File: src/rtl/stepseq_pkg.sv
package stepseq_pkg;
  localparam int unsigned PH_W  = 2;
  localparam int unsigned PAT_W = 4;

  function automatic logic [PAT_W-1:0] phase_pattern(input logic [PH_W-1:0] idx);
    case (idx)
      2'd0:    phase_pattern = 4'b0101;
      2'd1:    phase_pattern = 4'b1001;
      2'd2:    phase_pattern = 4'b1010;
      default: phase_pattern = 4'b0110;
    endcase
  endfunction
endpackage

File: src/rtl/stepseq_prescaler.sv
module stepseq_prescaler #(
  parameter int unsigned DIV = 2
) (
  input  logic clk_i,
  input  logic rst_ni,
  output logic tick_o
);
  localparam int unsigned PW = (DIV > 1) ? $clog2(DIV) : 1;
  localparam logic [PW-1:0] LAST = PW'(DIV - 1);

  logic [PW-1:0] div_q;

  assign tick_o = (div_q == LAST);

  always_ff @(posedge clk_i or negedge rst_ni) begin
    if (!rst_ni)     div_q <= '0;
    else if (tick_o) div_q <= '0;
    else             div_q <= div_q + 1'b1;
  end

  a_r2_tick_spacing: assert property (@(posedge clk_i) disable iff (!rst_ni)
    tick_o |=> !tick_o);
endmodule

File: src/rtl/stepseq_timer.sv
module stepseq_timer #(
  parameter int unsigned CNT_W = 16,
  parameter int unsigned P_MIN = 50,
  parameter int unsigned P_MAX = 50000,
  parameter int unsigned P_RST = 50
) (
  input  logic             clk_i,
  input  logic             rst_ni,
  input  logic             tick_i,
  input  logic             wr_en_i,
  input  logic [CNT_W-1:0] wr_data_i,
  output logic             step_o
);
  localparam logic [CNT_W-1:0] MIN_V = CNT_W'(P_MIN);
  localparam logic [CNT_W-1:0] MAX_V = CNT_W'(P_MAX);
  localparam logic [CNT_W-1:0] RST_V = CNT_W'(P_RST);

  logic [CNT_W-1:0] cnt_q, per_q, stage_q, wr_clamped;
  logic             pend_q;

  always_comb begin
    if (wr_data_i < MIN_V)      wr_clamped = MIN_V;
    else if (wr_data_i > MAX_V) wr_clamped = MAX_V;
    else                        wr_clamped = wr_data_i;
  end

  // match on the tick that would bring the count up to the period
  assign step_o = tick_i && (({1'b0, cnt_q} + 1'b1) == {1'b0, per_q});

  always_ff @(posedge clk_i or negedge rst_ni) begin
    if (!rst_ni) begin
      cnt_q   <= '0;
      per_q   <= RST_V;
      stage_q <= RST_V;
      pend_q  <= 1'b0;
    end else begin
      if (tick_i) cnt_q <= step_o ? '0 : cnt_q + 1'b1;
      if (step_o && pend_q) per_q <= stage_q;
      if (wr_en_i) begin
        stage_q <= wr_clamped;
        pend_q  <= 1'b1;
      end else if (step_o) begin
        pend_q  <= 1'b0;
      end
    end
  end

  a_r7_period_floor: assert property (@(posedge clk_i) disable iff (!rst_ni)
    per_q >= MIN_V);
  a_r8_period_ceiling: assert property (@(posedge clk_i) disable iff (!rst_ni)
    per_q <= MAX_V);
  a_r9_write_pends: assert property (@(posedge clk_i) disable iff (!rst_ni)
    wr_en_i |=> pend_q);
  a_r6_load_clears: assert property (@(posedge clk_i) disable iff (!rst_ni)
    (step_o && pend_q && !wr_en_i) |=> (!pend_q && per_q == $past(stage_q)));
  a_r6_hold_period: assert property (@(posedge clk_i) disable iff (!rst_ni)
    !step_o |=> $stable(per_q));
endmodule

File: src/rtl/stepseq_phase.sv
module stepseq_phase
  import stepseq_pkg::*;
(
  input  logic             clk_i,
  input  logic             rst_ni,
  input  logic             step_i,
  input  logic             dir_i,
  output logic [PAT_W-1:0] pattern_o,
  output logic             step_o
);
  logic [PH_W-1:0]  phase_q, phase_d;
  logic [PAT_W-1:0] pat_q;
  logic             stb_q;

  assign phase_d = dir_i ? phase_q + 1'b1 : phase_q - 1'b1;

  always_ff @(posedge clk_i or negedge rst_ni) begin
    if (!rst_ni) begin
      phase_q <= '0;
      pat_q   <= phase_pattern('0);
      stb_q   <= 1'b0;
    end else begin
      stb_q <= step_i;
      if (step_i) begin
        phase_q <= phase_d;
        pat_q   <= phase_pattern(phase_d);
      end
    end
  end

  assign pattern_o = pat_q;
  assign step_o    = stb_q;

  a_r4_dir_fwd: assert property (@(posedge clk_i) disable iff (!rst_ni)
    (step_i && dir_i) |=> (phase_q == $past(phase_q) + 2'd1));
  a_r4_dir_rev: assert property (@(posedge clk_i) disable iff (!rst_ni)
    (step_i && !dir_i) |=> (phase_q == $past(phase_q) - 2'd1));
  a_r10_pattern_hold: assert property (@(posedge clk_i) disable iff (!rst_ni)
    !step_i |=> $stable(pat_q));
  a_r3_two_coils: assert property (@(posedge clk_i) disable iff (!rst_ni)
    $countones(pat_q) == 2);
endmodule

File: src/rtl/stepper_phase_gen.sv
module stepper_phase_gen
  import stepseq_pkg::*;
#(
  parameter int unsigned PRESC_DIV = 2,
  parameter int unsigned CNT_W     = 16,
  parameter int unsigned P_MIN     = 50,
  parameter int unsigned P_MAX     = 50000,
  parameter int unsigned P_RST     = 50
) (
  input  logic             clk_i,
  input  logic             rst_ni,
  input  logic             dir_i,
  input  logic             wr_en_i,
  input  logic [CNT_W-1:0] wr_data_i,
  output logic [PAT_W-1:0] pattern_o,
  output logic             step_o
);
  logic tick, step_evt;

  stepseq_prescaler #(.DIV(PRESC_DIV)) i_presc (
    .clk_i  (clk_i),
    .rst_ni (rst_ni),
    .tick_o (tick)
  );

  stepseq_timer #(
    .CNT_W (CNT_W),
    .P_MIN (P_MIN),
    .P_MAX (P_MAX),
    .P_RST (P_RST)
  ) i_timer (
    .clk_i     (clk_i),
    .rst_ni    (rst_ni),
    .tick_i    (tick),
    .wr_en_i   (wr_en_i),
    .wr_data_i (wr_data_i),
    .step_o    (step_evt)
  );

  stepseq_phase i_phase (
    .clk_i     (clk_i),
    .rst_ni    (rst_ni),
    .step_i    (step_evt),
    .dir_i     (dir_i),
    .pattern_o (pattern_o),
    .step_o    (step_o)
  );

  a_r5_strobe_single: assert property (@(posedge clk_i) disable iff (!rst_ni)
    step_o |=> !step_o);
  a_r5_step_needs_tick: assert property (@(posedge clk_i) disable iff (!rst_ni)
    step_evt |-> tick);
endmodule

File: config.mk
export PLATFORM = sky130hd
export DESIGN_NAME = stepper_phase_gen
export DESIGN_NICKNAME = d
export VERILOG_FILES = /design/src/rtl/stepseq_pkg.sv /design/src/rtl/stepseq_prescaler.sv /design/src/rtl/stepseq_timer.sv /design/src/rtl/stepseq_phase.sv /design/src/rtl/stepper_phase_gen.sv
export SDC_FILE = /design/constraint.sdc
export NUM_CORES = 1
export LEC_CHECK = 0
export BUFFER_PORTS_ARGS = -buffer_cell sky130_fd_sc_hd__buf_4
export CORE_MARGIN = 2
export CORE_UTILIZATION = 54
export CTS_CLUSTER_DIAMETER = 200
export DETAILED_ROUTE_END_ITERATION = 10
export GPL_TIMING_DRIVEN = 0
export HOLD_SLACK_MARGIN = 0.15
export PLACE_DENSITY = 0.75
export SETUP_SLACK_MARGIN = 0.3
export SLEW_MARGIN = 0
export SYNTH_ARGS = -nofsm -noshare
export SYNTH_HDL_FRONTEND = slang
export SYNTH_SLANG_ARGS = --single-unit
File: constraint.sdc
create_clock -name clk_i -period 8.1 [get_ports clk_i]
set_input_delay 0.405 -clock clk_i [delete_from_list [all_inputs] [get_ports clk_i]]
set_output_delay 0.405 -clock clk_i [all_outputs]
set_load 0.005 [all_outputs]
* Yosys cells after proc, flatten, opt, wreduce, memory -nomap -nowiden
Index checks and enable logic that the tools add are counted. Widths: inputs -> output; s select.
Cells by class: reductions and logical operators 4, equal/unequal tests 3, $add $sub $neg 5, magnitude comparators 2, multiplexer cells 8
Operators by type and width (number):
- $mux 16 | 3
- $add 16x1->17 const B | 1
- $eq 17x16->1 | 1
- $add 16x1->16 const B | 1
- $gt 16x16->1 const B | 1
- $lt 16x6->1 const B | 1
- $pmux 4 s3 | 1
- $mux 1 | 3
- $add 2x1->2 const B | 1
- $eq 2x1->1 const B | 1
- $eq 2x2->1 const B | 1
- $logic_and 1x1->1 | 2
- $logic_not 2->1 | 1
- $mux 2 | 1
- $reduce_bool 2->1 | 1
- $sub 2x1->2 const B | 1
- $add 1x1->1 const B | 1
Storage, ports and cells: output and inout port bits 5, register bits 57

* Longest topological paths before layout
depth in word-level cells 5, gate-level depth with buffers 11, mapped depth without buffers 8

* Modules after synthesis
Synthesis repeated with hierarchy kept, for this count alone.
Unflattened totals: cells, all modules 285, area total of the unflattened synthesis 3045.4 um^2
By module, submodules not included:
- stepseq_timer | seq. area each 1233.7 um^2, cells each 265, area an instance 2773.9 um^2, times used 1
- stepseq_phase | seq. area each 152.6 um^2, cells each 18, area an instance 242.7 um^2, times used 1
- stepseq_prescaler | seq. area each 25.0 um^2, cells each 2, area an instance 28.8 um^2, times used 1

* Worst setup path before layout
Ideal clock, no wire load.
path kind register to register, start register i_timer.cnt_q[2], end register i_timer.per_q[0], slack 5.520 ns, arrival time 2.455 ns, library setup time 0.125 ns, period minus slack after synthesis 2.580 ns, data required time 7.975 ns, path buffers 4, cell stages (with the launch flop) 12, cells stage by stage dfrtp_1 -> buf_2 -> nand4_1 -> or3_1 -> buf_2 -> xnor2_1 -> a2111oi_0 -> and4b_1 -> buf_6 -> nand2_4 -> buf_6 -> mux2_4
Between the ends: longest elaborated chain between the ends 4
RTL lines:
- from (decl) | RTL line stepseq_timer.sv:18 | logic [CNT_W-1:0] cnt_q, per_q, stage_q, wr_clamped;
- from (signal assigned) | RTL line stepseq_timer.sv:37 | if (tick_i) cnt_q <= step_o ? '0 : cnt_q + 1'b1;
- $add 16x1->17 | RTL line stepseq_timer.sv:28 | assign step_o = tick_i && (({1'b0, cnt_q} + 1'b1) == {1'b0, per_q});
- $eq 17x16->1 | RTL line stepseq_timer.sv:28
- $logic_and 1x1->1 | RTL line stepseq_timer.sv:28
- $logic_and 1x1->1 | RTL line stepseq_timer.sv:38 | if (step_o && pend_q) per_q <= stage_q;
- to (signal assigned) | RTL line stepseq_timer.sv:38
- to (decl) | RTL line stepseq_timer.sv:18
No other way between the ends. A chain may end at the register's enable or synchronous reset.

* Final worst setup path
start register i_timer.cnt_q[0], end register i_timer.cnt_q[7]
Between the ends: longest elaborated chain between the ends 4
RTL lines (RTL line):
- $add 16x1->17 | stepseq_timer.sv:28
- $eq 17x16->1 | stepseq_timer.sv:28
- $logic_and 1x1->1 | stepseq_timer.sv:28
- $mux 16 (*) | stepseq_timer.sv:37
Mark *: on every way between the ends. The rest lies on a longest branch, timed or not.

==> impl_metrics.csv <==
group,metric,value,unit
routing,dr.pass1.iters,7,
finish,final_common_cell,"dfrtp_1",
clock_tree,cts_tree,"done",
pwr,switching_share,20.8,%
routing,routed_wl,6320,um
worst_setup_path,r2r_end,"i_timer.cnt_q[7]$_DFFE_PN0P_",
routing,wl_per_cell,16.4,um
worst_setup_path,reg2regPathDepth,10,
place,globalplace.congestion,0.890,
synth,synth-adder-area-share,0.417,%
clock_tree,cts_made_buffers,9,
routing,drc,0,
global_routing,antenna_found_initial,0,
die,core,0.00544,mm2
place,preCtsSetupSlack,5110,ps
synth,yosys_warnings,0,
synth,yosysSeqAreaShare,47.9,%
timing,hold_viol,0,
timing,post-route-period-util,39.6,%
global_routing,grt_pass1_vias,2202,
clock_tree,htree_levels,3,
synth,async_flop_share,100,%
pwr,clkPwrFrac,50.0,%
die,die_w,78.5,um
pwr,leakage,1.69,nW
global_routing,grt_max_degree,58,
worst_setup_path,crit_path_end_kind,"flip-flop",
synth,synth-simple-area-share,14.7,%
synth,synthXorXnorAreaFrac,7.89,%
synth,synth.net_count,295,
clock_tree,clkTransAtPathRegs,70,ps
outcome,outcome,"completed",
timing,min_period,3210,ps
synth,synth_top_family_by_area,"compound AO/OA/AOI/OAI gates",
routing,dr.first_iter.drc_count,281,
worst_setup_path,critPathMaxFanout,10,
worst_hold_path,hold_start,"wr_data_i[13]",
pwr,vdd_drop_max,0.127,mV
synth,synth_edf_count,0,
place,portBuffers,23,
worst_setup_path,r2r_slack,4890,ps
routing,dr_total_vias,2264,
pwr,p_switching,0.136,mW
timing,finalSetupViolations,0,
finish,syn_to_final_growth,17.2,%
synth,synthFlopType,"dfrtp_1",
routing,postRouteAntennaNets,0,
synth,synth_compound_area_share,15.4,%
global_routing,grt-ovfl-total,0,
die,io_pins,25,
worst_setup_path,arrival,3430,ps
synth,postSynthCellCount,274,
worst_setup_path,r2r_start,"i_timer.cnt_q[0]$_DFFE_PN0P_",
timing,worst_pin_slew,697,ps
clock_tree,clock_sinks,57,
place,dp_hpwl,4280,um
synth,synth-seq-cells,57,
die,dieArea,0.00616,mm2
pwr,power_density,187,mW/mm2
routing,routed_via_density,5.87,
global_routing,grt_pass1_wl,10500,um
timing,setup_tns,0,ps
pwr,power_frac_comb,4.5,%
clock_tree,cts-root-buf,"clkbuf_8",
global_routing,track_usage,22.3,%
timing,max_freq,312,MHz
clock_tree,clockBufferDepth,2,
finish,fillers,419,
pwr,p_seq_share,45.5,%
die,start_util,55.1,%
finish,nets,330,
synth,avgSynthCellArea,10.9,um2
synth,synthMuxAreaShare,9.06,%
synth,syn-cell-area,0.00300,mm2
finish,drive_above_1_share,26.4,%
timing,slew_viol_final,0,
die,die_h,78.5,um
worst_hold_path,hp-class,"in2reg",
timing,slew_headroom,53.5,%
clock_tree,clk_latency,340,ps
worst_hold_path,hold_depth,2,
finish,final_cell_mix,"dfrtp_1, buf_4, a22o_1, o21ai_0, xnor2_1",
worst_hold_path,worstHoldEndpoint,"i_timer.stage_q[13]$_DFFE_PN0P_",
finish,utilization,64.6,%
synth,synth.distinct_cells,50,
finish,diodes,0,
pwr,p_int,0.520,mW
worst_setup_path,critPathRequiredTime,8320,ps
timing,rsz0062_at_grt,"false",
timing,finClkSkew,6.20,ps
die,rows,27,
job,drv_cap,0,
timing,layout_setup_ws,4890,ps
worst_setup_path,crit_type,"reg2reg",
worst_setup_path,critPathLaunchType,"flip-flop",
[how the worst max path moves through the flow]
| stage | start | slack, ps | cells after the start | to |
|---|---|---|---|---|
| after global routing | i_timer.cnt_q[2]$_DFFE_PN0P_ | 4820 | 11 | i_timer.cnt_q[7]$_DFFE_PN0P_ |
| after floorplan | i_timer.cnt_q[2]$_DFFE_PN0P_ | 5520 | 11 | i_timer.per_q[0]$_DFFE_PN0P_ |
| final | i_timer.cnt_q[0]$_DFFE_PN0P_ | 4890 | 10 | i_timer.cnt_q[7]$_DFFE_PN0P_ |
| after CTS | i_timer.cnt_q[2]$_DFFE_PN0P_ | 5020 | 10 | i_phase.pattern_o[1]$_DFFE_PN0P_ |
| after detailed placement | i_timer.cnt_q[2]$_DFFE_PN0P_ | 5110 | 10 | i_phase.pattern_o[1]$_DFFE_PN0P_ |
| after global placement | i_timer.cnt_q[2]$_DFFE_PN0P_ | 5070 | 10 | i_phase.pattern_o[1]$_DFFE_PN0P_ |
[routing by layer]
layer	part of all wire (%)	vias to the layer above	GRT usage, %	wire, um
li1	-	1066	-	-
met1	45	1083	29.6	2870
met2	47	92	34.0	2970
met3	4.9	23	3.10	310
met4	2.8	0	14.9	175
met5	0	-	0	0
[power groups by stage]
stage               clock [mW]  sequential, mW  combinational, mW
global placement             0           0.304             0.0287
finish                   0.328           0.299             0.0294
detailed placement           0           0.304             0.0294
global route             0.342           0.300             0.0335
floorplan                    0           0.302             0.0131
CTS                      0.330           0.299             0.0299
[cells in the mapped netlist, types with 2 or more instances]
cell type  number  area share [%]
dfrtp_1        49              41
a22o_1         23             6.7
o21ai_0        19             3.2
xnor2_1        18             5.3
nor2_1         16             2.0
nand2_1        12             1.5
inv_1          11             1.4
mux2_4         10             5.0
a21oi_1         9             1.5
mux2_2          9             3.4
xor2_1          9             2.6
dfstp_2         8             7.0
buf_2           6             1.0
nand3_1         6             1.0
nor3_1          6             1.0
clkbuf_1        5            0.63
nor2b_1         5             1.0
nor4_1          5             1.0
and3_1          4            0.83
buf_6           3             1.1
nand2b_1        3            0.63
or3_1           3            0.63
and4b_1         2            0.67
buf_4           2            0.50
mux2i_1         2            0.67
nand3b_1        2            0.50
nand4_1         2            0.42
o211ai_1        2            0.50
o22ai_1         2            0.42
[stage by stage]
step                      cells  hold slack (ps)  cell area (um2)  power [mW]
final                       386              287             3510       0.656
after global routing        386              298             3510       0.675
after CTS                   386              281             3510       0.659
after detailed placement    369              483             3260       0.333
after global placement      369              454             3260       0.332
after floorplan             274              109             3000       0.315
[cell type report]
class	instances	area, um2	area share [%]
clock buffers	11	141	4.02
multi-input cells	190	1420	40.5
well taps	72	90.1	2.56
clock inverters	5	103	2.92
plain buffers	16	97.6	2.78
flip-flops and latches	57	1440	40.9
repair buffers	24	183	5.20
inverters	11	41.3	1.17
[logic make-up after synthesis]
kind of cell / Yosys count
AOI/OAI and AO/OA: 66
and+or+nand+nor: 75
DFF: 57
adders and majority gates: 1
xor gates and xnor gates: 27
buffers and inverters: 27
muxes: 21
[worst max-delay path: stages, from the launching register on]
cell and delay [ps]:
dfrtp_1 470, nand4_1 420, or3_1 460, buf_2 170
xnor2_1 150, a2111oi_0 340, and4b_1 260, buf_6 160
buf_2 240, o21ai_0 160, a22o_1 240
[sequential cells by signal, summed over array words and instances (netlist names)]
name	flops
i_phase.pattern_o	4
i_phase.phase_q	2
i_phase.step_o	1
i_presc.tick_o	1
i_timer.cnt_q	16
i_timer.pend_q	1
i_timer.per_q	16
i_timer.stage_q	16
[timing repair]
action,CTS,global route
hold buffers,1,0
setup buffers,0,0
resized for setup,0,0
endpoints found under the hold margin,49,0
Note: power is estimated with default switching activity, not from simulation.
